<file path="src/rtl/pcm_tx_pkg.sv">
package pcm_tx_pkg;

    localparam int SAMPLE_W = 16;
    localparam int CODE_W   = 8;

    typedef enum logic {
        LAW_A  = 1'b0,
        LAW_MU = 1'b1
    } law_e;

    typedef struct packed {
        logic en;
        logic adj;
        logic lin;
        law_e law;
    } tx_cfg_t;

    localparam tx_cfg_t CFG_RESET = '{en: 1'b0, adj: 1'b0, lin: 1'b0, law: LAW_A};

    // 16-bit linear to 8-bit A-law
    function automatic logic [CODE_W-1:0] alaw_compress(input logic [SAMPLE_W-1:0] x);
        logic                neg;
        logic [SAMPLE_W-1:0] v;
        logic [11:0]         mag;
        logic [11:0]         sh;
        logic [2:0]          seg;
        logic [3:0]          mant;
        neg = x[SAMPLE_W-1];
        v   = neg ? ~x : x;
        mag = v[14:3];
        seg = 3'd0;
        for (int s = 1; s < 8; s++) begin
            if (mag >= (12'd16 << s)) seg = 3'(s);
        end
        sh   = mag >> seg;
        mant = (seg == 3'd0) ? mag[4:1] : sh[3:0];
        return {~neg, seg, mant} ^ 8'h55;
    endfunction

    // 16-bit linear to 8-bit mu-law
    function automatic logic [CODE_W-1:0] ulaw_compress(input logic [SAMPLE_W-1:0] x);
        logic        neg;
        logic [16:0] a;
        logic [14:0] m;
        logic [14:0] sh;
        logic [2:0]  ex;
        neg = x[SAMPLE_W-1];
        a   = neg ? (17'h1_0000 - {1'b0, x}) : {1'b0, x};
        if (a > 17'd32635) a = 17'd32635;
        m  = a[14:0] + 15'd132;
        ex = 3'd0;
        for (int s = 1; s < 8; s++) begin
            if (m >= (15'd128 << s)) ex = 3'(s);
        end
        sh = m >> ({1'b0, ex} + 4'd3);
        return ~{neg, ex, sh[3:0]};
    endfunction

endpackage

</file>
<file path="src/rtl/pcm_frame_timer.sv">
module pcm_frame_timer #(
    parameter int CNT_W = 9
) (
    input  logic             clk,
    input  logic             rst,
    input  logic             fsync,
    output logic [CNT_W-1:0] cnt,
    output logic             seen
);
    localparam logic [CNT_W-1:0] CNT_MAX = '1;

    always_ff @(posedge clk) begin
        if (rst) begin
            cnt  <= '0;
            seen <= 1'b0;
        end else if (fsync) begin
            cnt  <= '0;
            seen <= 1'b1;
        end else if (cnt != CNT_MAX) begin
            cnt <= cnt + 1'b1;
        end
    end

    // bit position only moves forward between frame syncs
    p_count_forward_r3: assert property (@(posedge clk) disable iff (rst)
        !fsync |=> (cnt >= $past(cnt)));

    // a frame sync restarts the bit position
    p_frame_restart_r3: assert property (@(posedge clk) disable iff (rst)
        fsync |=> (cnt == '0) && seen);

endmodule

</file>
<file path="src/rtl/pcm_word_select.sv">
module pcm_word_select
    import pcm_tx_pkg::*;
(
    input  logic [SAMPLE_W-1:0] sample,
    input  logic                lin,
    input  law_e                law,
    output logic [SAMPLE_W-1:0] word,
    output logic [3:0]          last_idx
);
    logic [CODE_W-1:0] code_a;
    logic [CODE_W-1:0] code_u;
    logic [CODE_W-1:0] code_sel;

    always_comb begin
        code_a   = alaw_compress(sample);
        code_u   = ulaw_compress(sample);
        code_sel = (law == LAW_MU) ? code_u : code_a;
        if (lin) begin
            word     = sample;
            last_idx = 4'(SAMPLE_W - 1);
        end else begin
            word     = {code_sel, {(SAMPLE_W-CODE_W){1'b0}}};
            last_idx = 4'(CODE_W - 1);
        end
    end

endmodule

</file>
<file path="src/rtl/pcm_slot_driver.sv">
module pcm_slot_driver
    import pcm_tx_pkg::*;
#(
    parameter int SLOT_W = 5,
    parameter int CNT_W  = 9
) (
    input  logic                clk,
    input  logic                rst,
    input  logic                fsync,
    input  logic [SLOT_W-1:0]   slot_idx,
    input  logic [SAMPLE_W-1:0] word_in,
    input  logic [3:0]          last_in,
    input  tx_cfg_t             cfg_in,
    input  logic [CNT_W-1:0]    cnt,
    input  logic                seen,
    output logic                dx,
    output logic                dx_oe,
    output logic                slot_act
);
    tx_cfg_t             cfg_q;
    logic [SAMPLE_W-1:0] word_q;
    logic [3:0]          last_q;
    logic [SLOT_W-1:0]   slot_q;
    logic [CNT_W-1:0]    base;
    logic [CNT_W-1:0]    idx;
    logic                in_win;
    logic                last_bit;
    logic                half_rel;

    // capture everything that shapes the frame on the sync edge
    always_ff @(posedge clk) begin
        if (rst) begin
            cfg_q  <= CFG_RESET;
            word_q <= '0;
            last_q <= 4'(CODE_W - 1);
            slot_q <= '0;
        end else if (fsync) begin
            cfg_q  <= cfg_in;
            word_q <= word_in;
            last_q <= last_in;
            slot_q <= slot_idx;
        end
    end

    always_comb begin
        base     = CNT_W'({slot_q, 3'b000}) + 1'b1;
        idx      = cnt - base;
        in_win   = seen && (cnt >= base) && (idx <= CNT_W'(last_q));
        slot_act = in_win && cfg_q.en;
        last_bit = in_win && (idx == CNT_W'(last_q));
    end

    // second-half release of the final bit, timed from the falling edge
    always_ff @(negedge clk) begin
        if (rst) half_rel <= 1'b0;
        else     half_rel <= slot_act && last_bit && cfg_q.adj;
    end

    always_comb begin
        dx_oe = slot_act && !half_rel;
        dx    = dx_oe && word_q[4'(SAMPLE_W-1) - idx[3:0]];
    end

    // nothing on the line without a captured enable
    p_quiet_when_off_r2: assert property (@(posedge clk) disable iff (rst)
        !cfg_q.en |-> !dx_oe && !slot_act);

    // the driver is only on inside the slot
    p_oe_inside_slot_r3: assert property (@(posedge clk) disable iff (rst)
        dx_oe |-> slot_act);

    // full-bit drive without the release option
    p_full_drive_r4: assert property (@(posedge clk) disable iff (rst)
        slot_act && !cfg_q.adj |-> dx_oe);

    // second half of the final bit is released
    p_half_release_r5: assert property (@(posedge clk) disable iff (rst)
        slot_act && last_bit && cfg_q.adj |-> !dx_oe);

    // data is low whenever the driver is off
    p_data_low_off_r9: assert property (@(posedge clk) disable iff (rst)
        !dx_oe |-> !dx);

endmodule

</file>
<file path="src/rtl/pcm_slot_tx.sv">
module pcm_slot_tx
    import pcm_tx_pkg::*;
#(
    parameter int SLOT_W = 5
) (
    input  logic                clk_bit,
    input  logic                rst,
    input  logic                fsync,
    input  logic [SLOT_W-1:0]   slot_idx,
    input  logic [15:0]         sample,
    input  logic                law_mu,
    input  logic                lin_mode,
    input  logic                adj_rel,
    input  logic                tx_en,
    output logic                dx,
    output logic                dx_oe,
    output logic                slot_act
);
    localparam int SPAN  = (1 << SLOT_W) * 8 + SAMPLE_W + 2;
    localparam int CNT_W = $clog2(SPAN) + 1;

    logic [CNT_W-1:0]    cnt;
    logic                seen;
    logic [SAMPLE_W-1:0] word;
    logic [3:0]          last_idx;
    tx_cfg_t             cfg_in;

    always_comb begin
        cfg_in.en  = tx_en;
        cfg_in.adj = adj_rel;
        cfg_in.lin = lin_mode;
        cfg_in.law = law_mu ? LAW_MU : LAW_A;
    end

    pcm_frame_timer #(.CNT_W(CNT_W)) u_timer (
        .clk   (clk_bit),
        .rst   (rst),
        .fsync (fsync),
        .cnt   (cnt),
        .seen  (seen)
    );

    pcm_word_select u_word (
        .sample   (sample),
        .lin      (cfg_in.lin),
        .law      (cfg_in.law),
        .word     (word),
        .last_idx (last_idx)
    );

    pcm_slot_driver #(.SLOT_W(SLOT_W), .CNT_W(CNT_W)) u_drv (
        .clk      (clk_bit),
        .rst      (rst),
        .fsync    (fsync),
        .slot_idx (slot_idx),
        .word_in  (word),
        .last_in  (last_idx),
        .cfg_in   (cfg_in),
        .cnt      (cnt),
        .seen     (seen),
        .dx       (dx),
        .dx_oe    (dx_oe),
        .slot_act (slot_act)
    );

endmodule

</file>
<file path="config.mk">
export PLATFORM = sky130hd
export DESIGN_NAME = pcm_slot_tx
export DESIGN_NICKNAME = d
export VERILOG_FILES = /design/src/rtl/pcm_tx_pkg.sv /design/src/rtl/pcm_frame_timer.sv /design/src/rtl/pcm_word_select.sv /design/src/rtl/pcm_slot_driver.sv /design/src/rtl/pcm_slot_tx.sv
export SDC_FILE = /design/constraint.sdc
export NUM_CORES = 1
export LEC_CHECK = 0
export ABC_AREA = 1
export BUFFER_PORTS_ARGS = -buffer_cell sky130_fd_sc_hd__buf_2
export CAP_MARGIN = 5
export CORE_AREA = 2 2 123 89
export DETAILED_ROUTE_END_ITERATION = 7
export DIE_AREA = 0 0 125 91
export GPL_TIMING_DRIVEN = 0
export PLACE_DENSITY = 0.62
export SETUP_SLACK_MARGIN = 0.4
export SLEW_MARGIN = 20
export SYNTH_ARGS = -nofsm -noshare
export SYNTH_HDL_FRONTEND = slang
export SYNTH_HIERARCHICAL = 1
export SYNTH_SLANG_ARGS = --single-unit
export TNS_END_PERCENT = 10
</file>
<file path="constraint.sdc">
create_clock -name clk_bit -period 5.2 [get_ports clk_bit]
set_input_delay 0 -clock clk_bit [delete_from_list [all_inputs] [get_ports clk_bit]]
set_output_delay 0 -clock clk_bit [all_outputs]
set_load 0.02 [all_outputs]
</file>
==> flow_summary.yaml <==
detailed_routing:
  drtAntennaViolNets: 0
  avgRoutedWirePerCell_um: 13.3
  post_drt_via_cell_ratio: 5.21
  drc_errors: 0
  drt-pass1-iter-count: 6
  vias: 4903
  initialDrtViolationCount: 412
  wirelength_um: 12600
status:
  status: "completed"
final_layout:
  layout_common_cells: "nand2_1, inv_1, nor2_1"
  diodes: 0
  fill_cells: 1081
  final_cells: 941
  fin_util_pct: 49.2
  finalNetCount: 851
  final_common_cell: "nand2_1"
  multiInputGateArea_um2: 3110
  final_area_um2: 5000
  seq_area_um2: 785
  syn_to_final_growth_pct: 11.7
  drive_above_1_share_pct: 16.3
synthesis:
  synth_seq_cells: 39
  syn_area_um2: 4480
  seq_area_frac_synth_pct: 17.4
  synth-edff-count: 0
  ys.flop_type: "dfxtp_1"
  ys.warnings.count: 6
  syn_inst: 767
  synth_cell_type_count: 50
  syn_area_per_cell_um2: 5.84
  async_flop_share_pct: 0
timing:
  tightest_slew_ns: 0.607
  setup_slack_ns: 0.582
  drv_slew: 0
  rsz0062_at_grt: "no"
  setup_tns_ns: 0
  finalHoldViolCount: 0
  fin_hold_ws_ns: 0.0132
  slew_headroom_pct: 59.5
  setup_violations: 0
  fin_skew_ns: 0.0758
worst_setup_path:
  crit_type: "register to register"
  crit_chain: "ha_1, inv_1, xor2_1, inv_1, ha_1, a21oi_1, o21a_1, nand3_2, nand2_2, nand3_1, nor2_1"
  max_stage_delay_ns: 0.35
  end_kind: "register"
  start_kind: "register"
  crit_family: "adder cells"
  timing.rr.start: "u_timer/cnt[3]$_SDFFE_PP0P_"
  cp_num_buf_inv: 2
  critPathSlowestCell: "ha_1"
  worstPathArrival_ns: 2.31
  crit_fanout: 4
  required_ns: 2.89
  worstSetupStartpoint: "u_timer/cnt[3]$_SDFFE_PP0P_"
clock_network:
  clockRootBuffer: "clkbuf_16"
  clkSinkCount: 39
  clk-insertion-delay-late_ns: 0.36
  cts_made_buffers: 5
  cts_tree: "built"
  clockBufferDepth: 2
  cts_setup_buffers: 0
  htree_levels: 2
  clk_pin_slew_ns: 0.06
floorplan:
  initial_core_util_pct: 44.1
  ioPinCount: 31
  die_w_um: 125
  coreArea_um2: 10200
  die-area_um2: 11400
  die_h_um: 91
  rows: 31
placed_design:
  dp_cells: 928
  dp_hpwl_um: 10300
  gp_congestion: 0.936
  post-place-ws_ns: 0.260
  placed_area_um2: 4780
  numPortBuffers: 27
grt:
  grt_overflow_total: 0
  grt_pass1_wl_um: 21000
  track_usage_pct: 22.3
  antenna_found_initial: 0
  grt_max_degree: 15
  grt_pass1_vias: 4391
power_and_ir_drop:
  clockPowerShare_pct: 31.1
  combinationalPowerShare_pct: 37.1
  swShare_pct: 38.5
  peakVddDrop_uv: 121
  p_int_mw: 0.626
  pwr-share-seq_pct: 31.8
  p_per_area_nw_per_um2: 204
  power_switching_mw: 0.392
  total_power_mw: 1.02
  power_leakage_nw: 2.60
hold_path:
  hold_path.class: "input pin to register"
  hold_start: "slot_idx[1]"
run:
  drv_cap: 0
## path summary, 6_finish.rpt
path	end	slack (ns)	depth (start not counted)
max	u_drv/half_rel$_SDFF_NP0_	0.58	11
min reg2reg	u_drv/slot_q[4]$_SDFFE_PP0P_	0.46	2
max reg2reg	u_drv/half_rel$_SDFF_NP0_	0.58	11
min	u_drv/slot_q[1]$_SDFFE_PP0P_	0.01	3
## flip-flops by register name, summed over array words and instances (netlist names)
| name | cells |
|---|---|
| u_drv/word_q | 16 |
| u_timer/cnt | 10 |
| u_drv/slot_q | 5 |
| u_drv/last_q | 4 |
| u_drv/cfg_q | 2 |
| u_drv/half_rel | 1 |
| u_timer/seen | 1 |
## metal layers
layer  vias to the layer above  share of wire, %  global-route usage, %
met3                         7               8.4                   5.95
met2                       160                37                   30.7
li1                       2545                 -                      -
met4                         0              0.42                   3.43
met5                         -                 0                      0
met1                      2191                54                   34.7
## power by group through the flow
stage	Sequential, mW	Combinational, mW	Clock (mW)
final	0.324	0.378	0.316
after global routing	0.325	0.425	0.341
after CTS	0.324	0.370	0.321
after detailed placement	0.330	0.365	0.00241
after global placement	0.330	0.362	0.00241
after floorplan	0.327	0.276	0.00241
## cell families (layout without fill, tap and decap cells)
logic type	count (synthesis)	in the layout	share of synthesized area, %
DFF	39	39	17.4
other	1	3	0.0838
and+or+nand+nor	449	449	46.9
muxes	2	2	0.447
adders and majority gates	15	15	4.19
AOI/OAI and AO/OA	100	100	13.9
xor gates and xnor gates	17	17	3.49
buffers and inverters	144	184	13.6
## layout make-up
class	instances	area share, %
timing repair buffer	32	3.70
multi-input combinational	586	62.1
buffer	24	3.03
clock inverter	4	0.551
sequential	39	15.7
tap	132	3.30
inverter	119	9.08
clock buffer	5	2.50
## synth_stat cells, types with 4 or more instances
cell,instances,area (um^2)
inv_2,13,48.8
a21oi_1,28,140
buf_4,7,52.6
nand3b_1,7,52.6
xnor2_1,8,70.1
buf_6,4,45.0
nand2_1,191,717
nor2_2,10,62.6
nor2_4,6,67.6
dfxtp_1,39,781
nand3_2,9,90.1
inv_1,105,394
nor3_1,4,20.0
buf_2,4,20.0
nand3_1,85,425
clkbuf_1,8,30.0
ha_1,15,188
nor2_1,94,353
nand2_2,23,144
xor2_1,8,70.1
nand4_1,11,68.8
o21ai_0,42,210
## tightest hold or removal path, stage by stage
cell,delay (ns)
buf_2,0.07
o21ai_0,0.07
a21oi_1,0.11
## repair_timing
| action | CTS | global route |
|---|---|---|
| hold endpoints to repair | 5 | 0 |
| setup endpoints to repair | 1 | 1 |
| hold buffers | 5 | 0 |
| gates resized for setup | 1 | 4 |
Power figures use the tool's default switching activity.
